<file path="config.mk">
export PLATFORM = sky130hd
export DESIGN_NAME = multicart_bank_combiner
export DESIGN_NICKNAME = d
export VERILOG_FILES = /design/src/rtl/mbc_pkg.sv /design/src/rtl/mbc_regs.sv /design/src/rtl/mbc_mask.sv /design/src/rtl/mbc_prg_map.sv /design/src/rtl/mbc_chr_map.sv /design/src/rtl/multicart_bank_combiner.sv
export SDC_FILE = /design/constraint.sdc
export NUM_CORES = 1
export LEC_CHECK = 0
export CAP_MARGIN = 15
export CORE_AREA = 2 2 100 102
export DETAILED_ROUTE_END_ITERATION = 16
export DIE_AREA = 0 0 102 104
export GPL_TIMING_DRIVEN = 0
export PLACE_DENSITY = 0.84
export SLEW_MARGIN = 5
export SYNTH_ARGS = -nofsm -noshare
export SYNTH_HDL_FRONTEND = slang
export SYNTH_SLANG_ARGS = --single-unit
</file>
<file path="constraint.sdc">
create_clock -name clk -period 3.3 [get_ports clk]
set_input_delay 0.66 -clock clk [delete_from_list [all_inputs] [get_ports clk]]
set_output_delay 0.66 -clock clk [all_outputs]
set_load 0.005 [all_outputs]
</file>
<file path="src/rtl/mbc_pkg.sv">
package mbc_pkg;
  localparam int REG_W     = 8;
  localparam int REG_N     = 4;
  localparam int IN_W      = 8;
  localparam int PRG_WINS  = 4;
  localparam int CHR_WINS  = 8;
  localparam int PRG_OUT_W = 8;
  localparam int CHR_OUT_W = 9;
  localparam int ADDR_W    = 16;

  typedef enum logic [1:0] {
    CORE_SCANLINE = 2'd0,
    CORE_SERIAL   = 2'd1,
    CORE_TIMER    = 2'd2
  } core_e;

  typedef logic [REG_N-1:0][REG_W-1:0] cfg_t;
endpackage

</file>
<file path="src/rtl/mbc_regs.sv">
module mbc_regs
  import mbc_pkg::*;
#(
  parameter int         DIP_W  = 8,
  parameter int         DATA_W = 8,
  parameter logic [3:0] WIN_NIB = 4'h5
) (
  input  logic              clk,
  input  logic              rst,
  input  logic              por,
  input  logic [3:0]        addr_nib,
  input  logic [1:0]        addr_sel,
  input  logic [REG_W-1:0]  wdata,
  input  logic              wr,
  input  logic              rd,
  output cfg_t              cfg,
  output logic [DATA_W-1:0] rdata
);
  logic             hit;
  logic             rst_q;
  logic [DIP_W-1:0] dip;

  assign hit = (addr_nib == WIN_NIB);

  always_ff @(posedge clk) begin
    if (por) begin
      cfg   <= '0;
      dip   <= '0;
      rst_q <= 1'b0;
      rdata <= '0;
    end else begin
      rst_q <= rst;
      rdata <= (rd && hit) ? DATA_W'(dip) : '0;
      if (rst) begin
        cfg <= '0;
        if (!rst_q) dip <= dip + 1'b1;
      end else if (wr && hit) begin
        cfg[addr_sel] <= wdata;
      end
    end
  end


  wr_store_chk: assert property (@(posedge clk) disable iff (por)
    (wr && hit && !rst) |=> cfg[$past(addr_sel)] == $past(wdata));


  dip_step_chk: assert property (@(posedge clk) disable iff (por)
    $rose(rst) |=> dip == DIP_W'($past(dip) + 1'b1));


  rd_idle_chk: assert property (@(posedge clk) disable iff (por)
    !(rd && hit) |=> rdata == '0);
endmodule

</file>
<file path="src/rtl/mbc_mask.sv">
module mbc_mask
  import mbc_pkg::*;
#(
  parameter int PRG_ROM_BANKS = 32,
  parameter int CHR_ROM_BANKS = 32,
  parameter bit HAS_CHR_RAM   = 1'b1
) (
  input  cfg_t                 cfg,
  output logic [PRG_OUT_W-1:0] prg_and,
  output logic [PRG_OUT_W-1:0] prg_or,
  output logic [CHR_OUT_W-1:0] chr_and,
  output logic [CHR_OUT_W-1:0] chr_or,
  output logic                 fix_prg,
  output logic                 fix_prg8,
  output logic                 fix_prg16,
  output logic                 fix_chr,
  output logic                 ram_sel,
  output core_e                core
);
  localparam int LIM_ROM = PRG_ROM_BANKS - 1;
  localparam int LIM_RAM = PRG_ROM_BANKS + CHR_ROM_BANKS - 1;

  logic [PRG_OUT_W-1:0] lim;
  logic                 unused_cfg;

  assign unused_cfg = ^{cfg[3], cfg[2][7], cfg[1][0]};

  assign ram_sel   = cfg[2][0] && HAS_CHR_RAM;
  assign fix_prg   = cfg[2][4];
  assign fix_prg8  = cfg[2][3];
  assign fix_prg16 = cfg[2][2];
  assign fix_chr   = cfg[2][6];

  always_comb begin
    if (!cfg[0][1])      core = CORE_SCANLINE;
    else if (cfg[0][0])  core = CORE_TIMER;
    else                 core = CORE_SERIAL;
  end

  always_comb begin
    lim = ram_sel ? PRG_OUT_W'(LIM_RAM) : PRG_OUT_W'(LIM_ROM);
    if (fix_prg)        prg_and = '0;
    else if (cfg[2][2]) prg_and = PRG_OUT_W'(8'h0F);
    else                prg_and = PRG_OUT_W'(8'h1F);
    prg_or = PRG_OUT_W'({1'b0, cfg[1][7:1]}) & lim & ~prg_and;
  end

  always_comb begin
    if (cfg[2][6])      chr_and = '0;
    else if (cfg[2][5]) chr_and = CHR_OUT_W'(9'h07F);
    else if (cfg[2][4]) chr_and = CHR_OUT_W'(9'h01F);
    else                chr_and = CHR_OUT_W'(9'h0FF);
    chr_or = {cfg[0], 1'b0} & ~chr_and;
  end
endmodule

</file>
<file path="src/rtl/mbc_prg_map.sv">
module mbc_prg_map
  import mbc_pkg::*;
(
  input  logic                          clk,
  input  logic                          por,
  input  logic [PRG_WINS*IN_W-1:0]      inner,
  input  logic [PRG_OUT_W-1:0]          msk,
  input  logic [PRG_OUT_W-1:0]          outer,
  input  logic                          fix,
  input  logic                          fix8,
  input  logic                          fix16,
  input  core_e                         core,
  output logic [PRG_WINS*PRG_OUT_W-1:0] bank
);
  for (genvar w = 0; w < PRG_WINS; w++) begin : g_win
    localparam logic [1:0] WB = 2'(w);
    logic [PRG_OUT_W-1:0] inn;
    logic [PRG_OUT_W-1:0] b16;
    logic [PRG_OUT_W-1:0] b;

    assign inn = PRG_OUT_W'(inner[w*IN_W +: IN_W]);
    assign b16 = (inn & {1'b0, msk[PRG_OUT_W-1:1]}) | {1'b0, outer[PRG_OUT_W-1:1]};

    always_comb begin
      if (fix) begin
        if (fix8)       b = outer;
        else if (fix16) b = {outer[PRG_OUT_W-1:1], WB[0]};
        else            b = {outer[PRG_OUT_W-1:2], WB};
      end else if (core == CORE_SERIAL) begin
        b = {b16[PRG_OUT_W-2:0], WB[0]};
      end else begin
        b = (inn & msk) | outer;
      end
    end

    assign bank[w*PRG_OUT_W +: PRG_OUT_W] = b;
  end


  fix8_same_chk: assert property (@(posedge clk) disable iff (por)
    (fix && fix8) |-> bank[PRG_OUT_W-1:0] == bank[PRG_WINS*PRG_OUT_W-1 -: PRG_OUT_W]);


  outer_bits_chk: assert property (@(posedge clk) disable iff (por)
    (!fix && core != CORE_SERIAL) |-> (bank[PRG_OUT_W-1:0] & ~msk) == outer);
endmodule

</file>
<file path="src/rtl/mbc_chr_map.sv">
module mbc_chr_map
  import mbc_pkg::*;
(
  input  logic                          clk,
  input  logic                          por,
  input  logic [CHR_WINS*IN_W-1:0]      inner,
  input  logic [CHR_OUT_W-1:0]          msk,
  input  logic [CHR_OUT_W-1:0]          outer,
  input  logic                          fix,
  input  logic                          ram_sel,
  input  core_e                         core,
  output logic [CHR_WINS*CHR_OUT_W-1:0] bank
);
  for (genvar w = 0; w < CHR_WINS; w++) begin : g_win
    localparam logic [2:0] WB = 3'(w);
    logic [CHR_OUT_W-1:0] inn;
    logic [CHR_OUT_W-1:0] b4;
    logic [CHR_OUT_W-1:0] b;

    assign inn = CHR_OUT_W'(inner[w*IN_W +: IN_W]);
    assign b4  = (inn & {2'b0, msk[CHR_OUT_W-1:2]}) | {2'b0, outer[CHR_OUT_W-1:2]};

    always_comb begin
      if (ram_sel)                 b = CHR_OUT_W'(WB);
      else if (fix)                b = {outer[CHR_OUT_W-1:3], WB};
      else if (core == CORE_SERIAL) b = {b4[CHR_OUT_W-3:0], WB[1:0]};
      else                         b = (inn & msk) | outer;
    end

    assign bank[w*CHR_OUT_W +: CHR_OUT_W] = b;
  end


  fix_run_chk: assert property (@(posedge clk) disable iff (por)
    (fix && !ram_sel) |->
      bank[CHR_WINS*CHR_OUT_W-1 -: CHR_OUT_W] == bank[CHR_OUT_W-1:0] + CHR_OUT_W'(CHR_WINS-1));


  chr_outer_chk: assert property (@(posedge clk) disable iff (por)
    (!ram_sel && !fix && core != CORE_SERIAL) |-> (bank[CHR_OUT_W-1:0] & ~msk) == outer);
endmodule

</file>
<file path="src/rtl/multicart_bank_combiner.sv">
module multicart_bank_combiner
  import mbc_pkg::*;
#(
  parameter int         PRG_ROM_BANKS = 32,
  parameter int         CHR_ROM_BANKS = 32,
  parameter bit         HAS_CHR_RAM   = 1'b1,
  parameter int         DIP_W         = 8,
  parameter logic [3:0] WIN_NIB       = 4'h5
) (
  input  logic                          clk,
  input  logic                          rst,
  input  logic                          por,
  input  logic [ADDR_W-1:0]             cpu_addr,
  input  logic [REG_W-1:0]              cpu_wdata,
  input  logic                          cpu_wr,
  input  logic                          cpu_rd,
  output logic [REG_W-1:0]              cpu_rdata,
  input  logic [PRG_WINS*IN_W-1:0]      prg_inner,
  input  logic [CHR_WINS*IN_W-1:0]      chr_inner,
  output logic [PRG_WINS*PRG_OUT_W-1:0] prg_bank,
  output logic [CHR_WINS*CHR_OUT_W-1:0] chr_bank,
  output logic [1:0]                    core_sel,
  output logic                          chr_ram_sel,
  output logic [ADDR_W-1:0]             core_addr
);
  cfg_t                 cfg;
  logic [PRG_OUT_W-1:0] prg_and, prg_or;
  logic [CHR_OUT_W-1:0] chr_and, chr_or;
  logic                 fix_prg, fix_prg8, fix_prg16, fix_chr, ram_sel;
  core_e                core;

  mbc_regs #(.DIP_W(DIP_W), .DATA_W(REG_W), .WIN_NIB(WIN_NIB)) u_regs (
    .clk(clk), .rst(rst), .por(por),
    .addr_nib(cpu_addr[ADDR_W-1 -: 4]), .addr_sel(cpu_addr[1:0]),
    .wdata(cpu_wdata), .wr(cpu_wr), .rd(cpu_rd),
    .cfg(cfg), .rdata(cpu_rdata)
  );

  mbc_mask #(.PRG_ROM_BANKS(PRG_ROM_BANKS), .CHR_ROM_BANKS(CHR_ROM_BANKS),
             .HAS_CHR_RAM(HAS_CHR_RAM)) u_mask (
    .cfg(cfg), .prg_and(prg_and), .prg_or(prg_or),
    .chr_and(chr_and), .chr_or(chr_or),
    .fix_prg(fix_prg), .fix_prg8(fix_prg8), .fix_prg16(fix_prg16),
    .fix_chr(fix_chr), .ram_sel(ram_sel), .core(core)
  );

  mbc_prg_map u_prg (
    .clk(clk), .por(por), .inner(prg_inner), .msk(prg_and), .outer(prg_or),
    .fix(fix_prg), .fix8(fix_prg8), .fix16(fix_prg16), .core(core),
    .bank(prg_bank)
  );

  mbc_chr_map u_chr (
    .clk(clk), .por(por), .inner(chr_inner), .msk(chr_and), .outer(chr_or),
    .fix(fix_chr), .ram_sel(ram_sel), .core(core), .bank(chr_bank)
  );

  assign core_sel    = core;
  assign chr_ram_sel = ram_sel;

  always_comb begin
    core_addr = cpu_addr;
    if (core == CORE_TIMER && cpu_addr[11])
      core_addr[3:0] = {cpu_addr[2], cpu_addr[3], cpu_addr[0], cpu_addr[1]};
  end


  addr_pass_chk: assert property (@(posedge clk) disable iff (por)
    (core_sel != 2'd2 || !cpu_addr[11]) |-> core_addr == cpu_addr);


  core_code_chk: assert property (@(posedge clk) disable iff (por)
    core_sel != 2'd3);
endmodule

</file>
# [After elaboration in Yosys (flattened, before gate mapping)]
# Cells that the tools add are included.
# Widths: inputs -> output; s select.
[word_totals] out_inout_bits=131 word_cells=127 inputBits=125 reg_bits=49
[op_classes] n_eq_ne=3 n_lt_le_gt_ge=2 n_addsub=1 n_reduce_logical=7 muxes=52 n_bitwise=55
[ops] op="$mux 9" count=26
[ops] op="$mux 8" count=11
[ops] op="$and 7x7->7" count=12
[ops] op="$or 7x7->7" count=12
[ops] op="$and 8x9->9" count=8
[ops] op="$or 9x9->9" count=8
[ops] op="$and 8x8->8" count=5
[ops] op="$bwmux 32" count=1
[ops] op="$or 8x8->8" count=4
[ops] op="$mux 2" count=10
[ops] op="$demux 8 s2" count=1
[ops] op="$and 9x9->9" count=1
[ops] op="$not 9->9" count=1
[ops] op="$add 8x1->8 const B" count=1
[ops] op="$and 7x8->8" count=1
[ops] op="$not 8->8" count=1
[ops] op="$mux 6" count=1
[ops] op="$mux 5" count=1
[ops] op="$eq 4x3->1 const B" count=1
[ops] op="$logic_and 1x1->1" count=4
[ops] op="$mux 4" count=1
[ops] op="$reduce_or 2->1" count=2
[ops] op="$lt 2x3->1 const B" count=1
[ops] op="$eq 2x1->1 const B" count=1
[ops] op="4 further kinds" count=5

# [Depth between registers and ports, before layout]
[depth] word_depth=9 depth_mapped=7 depth_no_buf=4

# [Hierarchy]
# From an unflattened synthesis, not the netlist that was laid out.
[hier_totals] hier_cells=522 area_unflattened_um2=4242.8
[modules_own_cells] mod="mbc_regs" cells_each=212 area_each_um2=1890.6 seq_area_each_um2=980.9 instances=1
[modules_own_cells] mod="mbc_chr_map" cells_each=164 area_each_um2=1196.1 seq_area_each_um2=0.0 instances=1
[modules_own_cells] mod="mbc_prg_map" cells_each=86 area_each_um2=710.7 seq_area_each_um2=0.0 instances=1
[modules_own_cells] mod="mbc_mask" cells_each=43 area_each_um2=290.3 seq_area_each_um2=0.0 instances=1
[modules_own_cells] mod="multicart_bank_combiner" cells_each=17 area_each_um2=155.1 seq_area_each_um2=0.0 instances=1

# [Least setup slack after synthesis]
# No wires, ideal clock.
[synth_path] path_type="reg-to-output" from="register u_regs.cfg[0] in the netlist's numbering" to="output chr_bank[23]" n_path_buf=2 setup_slack_ps=1497 arrival_time_ps=1143 required_ps=2640 stages_incl_launch_ff=7 cell_sequence="dfxtp_1 -> nand2b_1 -> buf_2 -> inv_2 -> buf_2 -> nand2_1 -> a311oi_1"
[synth_via] elab_chain_cells=6
[synth_lines] item="start: declaration" line_no="mbc_regs.sv:16" text="output cfg_t cfg,"
[synth_lines] item="start signal: indexed assignment" line_no="mbc_regs.sv:38" text="cfg[addr_sel] <= wdata;"
[synth_lines] item="$mux 2" line_no="mbc_mask.sv:36" text="else if (cfg[0][0]) core = CORE_TIMER;"
[synth_lines] item="$mux 2" line_no="mbc_mask.sv:35" text="if (!cfg[0][1]) core = CORE_SCANLINE;"
[synth_lines] item="$eq 2x1->1" line_no="mbc_chr_map.sv:26" text="else if (core == CORE_SERIAL) b = {b4[CHR_OUT_W-3:0], WB[1:0]};"
[synth_lines] item="$mux 9" line_no="mbc_chr_map.sv:26"
[synth_lines] item="$mux 9" line_no="mbc_chr_map.sv:25" text="else if (fix) b = {outer[CHR_OUT_W-1:3], WB};"
[synth_lines] item="$mux 9" line_no="mbc_chr_map.sv:24" text="if (ram_sel) b = CHR_OUT_W'(WB);"
[synth_lines] item="end: declaration" line_no="multicart_bank_combiner.sv:21" text="output logic [CHR_WINS*CHR_OUT_W-1:0] chr_bank,"
# No other way between the ends.

# [Final worst setup path]
[layout_path] from="register u_regs.cfg[20] in the netlist's numbering" to="output chr_bank[25]"
[layout_via] elab_chain_cells=9 elab_cells_between_ends=12 classes_between="6 x mux; 6 x bitwise"
[layout_lines] item="$mux 8 *" line_no="mbc_mask.sv:51" text="else if (cfg[2][4]) chr_and = CHR_OUT_W'(9'h01F);"
[layout_lines] item="$mux 9 *" line_no="mbc_mask.sv:50" text="else if (cfg[2][5]) chr_and = CHR_OUT_W'(9'h07F);"
[layout_lines] item="$mux 9 *" line_no="mbc_mask.sv:49" text="if (cfg[2][6]) chr_and = '0;"
[layout_lines] item="$not 9->9" line_no="mbc_mask.sv:53" text="chr_or = {cfg[0], 1'b0} & ~chr_and;"
[layout_lines] item="$and 9x9->9" line_no="mbc_mask.sv:53"
[layout_lines] item="$or 9x9->9 / $or 7x7->7 (equally long branches)" line_no="mbc_chr_map.sv:27, mbc_chr_map.sv:21"
[layout_lines] item="$mux 9" line_no="mbc_chr_map.sv:26"
[layout_lines] item="$mux 9 *" line_no="mbc_chr_map.sv:25"
[layout_lines] item="$mux 9 *" line_no="mbc_chr_map.sv:24"
# Mark *: on every way between the ends. The rest lies on a longest branch, timed or not.

==> qor.yml <==
cts_resized: 0
crit_chain: "nor3_2, o21bai_2, a31oi_1, clkdlybuf4s50_1"
status: "finished clean"
area_growth_pct: 84.00
drt_iter0_drc: 220
ys_async_sr_fraction_pct: 0
gp_congestion: 0.8944
p_clk_share_pct: 26.7
top_level_ports: 256
min_period_over_period_pct: 95.59
endpoint_kind: "primary output"
core-area_sq_um: 9549
netlist_area_sq_um: 3049
overflow: 0
critPathTopFamily: "simple AND/OR/NAND/NOR gates"
grt_use_total_pct: 24.66
startpoint_type: "flop"
rsz0062_at_grt: "no"
grt_pass1_vias: 4180
antenna-diode-count: 0
critPathRequiredTime_ns: 2.64
arrival_ns: 2.49
firstDrtPassIters: 5
synth_top_area_share_pct: 24.29
port_buffers: 228
p_int_uw: 891.7
synth.most_common_cell: "nand2_1"
crit_fanout: 9
hold_end: "u_regs.cfg[7]"
final_nets: 823
syn_avg_cell_area_sq_um: 6.701
synth_area_leaders: "dfxtp_1, nand2_1, buf_4"
slowest_delay_ns: 0.65
finalPower_mw: 1.181
worstSetupPathType: "reg -> out"
reg2reg_depth: 4
clock-sinks: 37
yosysSeqAreaShare_pct: 24.29
power_frac_comb_pct: 34.8
dpl.hpwl_mm: 11.52
clock_path_buffers: 2
timing.rr.start: "u_regs.dip[0]"
finish.utilization_pct: 58.75
power_switching_uw: 289.2
finalHoldViolations: 0
place_ws_ns: 0.4826
n_fill_cell: 901
ctsHtreeMaxLevel: 2
ys_warn_count: 0
final.setup.tns_ns: 0
fp.dieH_um: 104
viasPerCell: 5.214
crit_slowest_cell: "nor3_2"
placementRows: 36
cts.clk_slew.worst_paths_ns: 0.07
yosys.area.top_type: "dfxtp_1"
drc: 0
fin_skew_ns: 0.001968
hold_class: "reg -> reg"
relSlewSlack_pct: 49.78
die_area_sq_um: 10610
max_freq_ghz: 0.3170
start_util_pct: 31.93
p_leak_nw: 2.198
tritoncts: "yes"
r2r_end: "u_regs.dip[6]"
synth-edff-count: 0
numCtsBuffers: 5
hold_buffers: 0
post_cts_buffers: 0
swShare_pct: 24.49
regToRegSetupSlack_ns: 1.92
holdPathStages: 2
ys_top_cells_by_count: "nand2_1, a31oi_1, dfxtp_1"
multi_input_area_sq_um: 1907
cp_num_cells: 4
yosysUniqueCellTypes: 44
drive_gt1_share_pct: 9.469
crit_buf_inv: 1
grt_antenna_before_repair: 1
synth-main-ff-cell: "dfxtp_1"
syn_inst: 455
tightest_slew_ns: 0.7492
post-route-min-period_ns: 3.154
vias: 4328
drv_slew: 0
die_w_um: 102
clock_latency_ns: 0.29
grt_max_degree: 11
wl_per_cell_um: 16.57
final-seq-area_sq_um: 740.7
power_density_nw_per_um2: 210.5
sequentialPowerShare_pct: 38.5
setup_viol: 0
cap_violations: 0
wirelength_mm: 13.76
setup_ws_ns: 0.1455
ant_nets: 0
ys_ff_latch: 37
grt_pass1_wl_mm: 21.00
ir_drop_mv: 0.3044
cts_root_buf: "clkbuf_8"
min_from: "u_regs.cfg[7]"
[cell families after synthesis]
family	synth area share [%]
and+or+nand+nor	33.32
AOI/OAI and AO/OA	24.78
buffers and inverters	14.03
DFF	24.29
muxes	2.462
xor gates and xnor gates	0.5746
adders and majority gates	0.4103
other	0.1230
[power by group through the flow]
stage	Sequential, mW	Clock, mW	Combinational (mW)
6_report	0.454	0.315	0.411
5_1_grt	0.454	0.342	0.438
4_1_cts	0.454	0.318	0.411
3_5_place_dp	0.464	0	0.409
3_3_place_gp	0.464	0	0.404
2_1_floorplan	0.463	0	0.114
[how the worst max path moves through the flow]
stage                         startpoint            to  slack, ns
after global routing      u_regs.cfg[20]  chr_bank[25]       0.06
after global placement     chr_inner[43]  chr_bank[50]       0.50
after CTS                 u_regs.cfg[20]  chr_bank[25]       0.17
final                     u_regs.cfg[20]  chr_bank[25]       0.15
after detailed placement  u_regs.cfg[20]  chr_bank[25]       0.48
after floorplan            u_regs.cfg[0]  chr_bank[23]       1.50
[per-layer routing]
layer / GRT usage (%) / share of wire, %
met1: 25.34 / 35
met2: 46.62 / 53
met3: 6.989 / 9.1
met4: 8.190 / 3.5
met5: 0 / 0.094
[state kept, by name, summed over array words and instances (netlist names)]
name	count
u_regs.cfg	20
u_regs.dip	8
u_regs.rdata	8
u_regs.rst_q	1
[cell usage in the layout (no fill, tap or decap), types with 2 or more instances in the layout]
master and n:
o21bai_2 2, o21ai_0 26, nand3b_1 3, buf_6 2
o32a_1 2, nand2_1 127, and3b_1 2, buf_4 36
buf_2 9, mux2_2 4, a31oi_1 38, or4_1 2
a21oi_1 31, or2_2 2, clkbuf_8 6, dfxtp_1 37
or3_1 11, o31ai_1 2, clkdlybuf4s50_1 228, and3_1 8
inv_1 4, nor2_1 10, nor2b_1 3, nand3_1 25
a311oi_1 16, and2_1 11, clkbuf_1 19, mux2i_1 3
xnor2_1 2, a32o_1 2, nand2b_1 2, conb_1 8
[tightest hold or removal path, stage by stage (launching register included)]
cell	delay [ns]
dfxtp_1	0.30
o21ai_0	0.06
a21oi_1	0.06
[stage by stage]
step | std cells | area (sq um) | hold slack (ns)
final | 830 | 5610 | 0.4717
after global routing | 830 | 5610 | 0.4985
after CTS | 830 | 5610 | 0.4716
after detailed placement | 823 | 5524 | 0.4627
after global placement | 823 | 5524 | 0.4602
after floorplan | 462 | 3075 | 0.4445
[layout make-up]
type,count,area share (%)
Timing Repair Buffer,228,40.68
Multi-Input combinational cell,354,33.99
Sequential cell,37,13.20
Buffer,66,7.293
Tap cell,133,2.966
Clock buffer,7,1.539
Inverter,5,0.3345
Note: power is estimated with default switching activity, not from simulation.
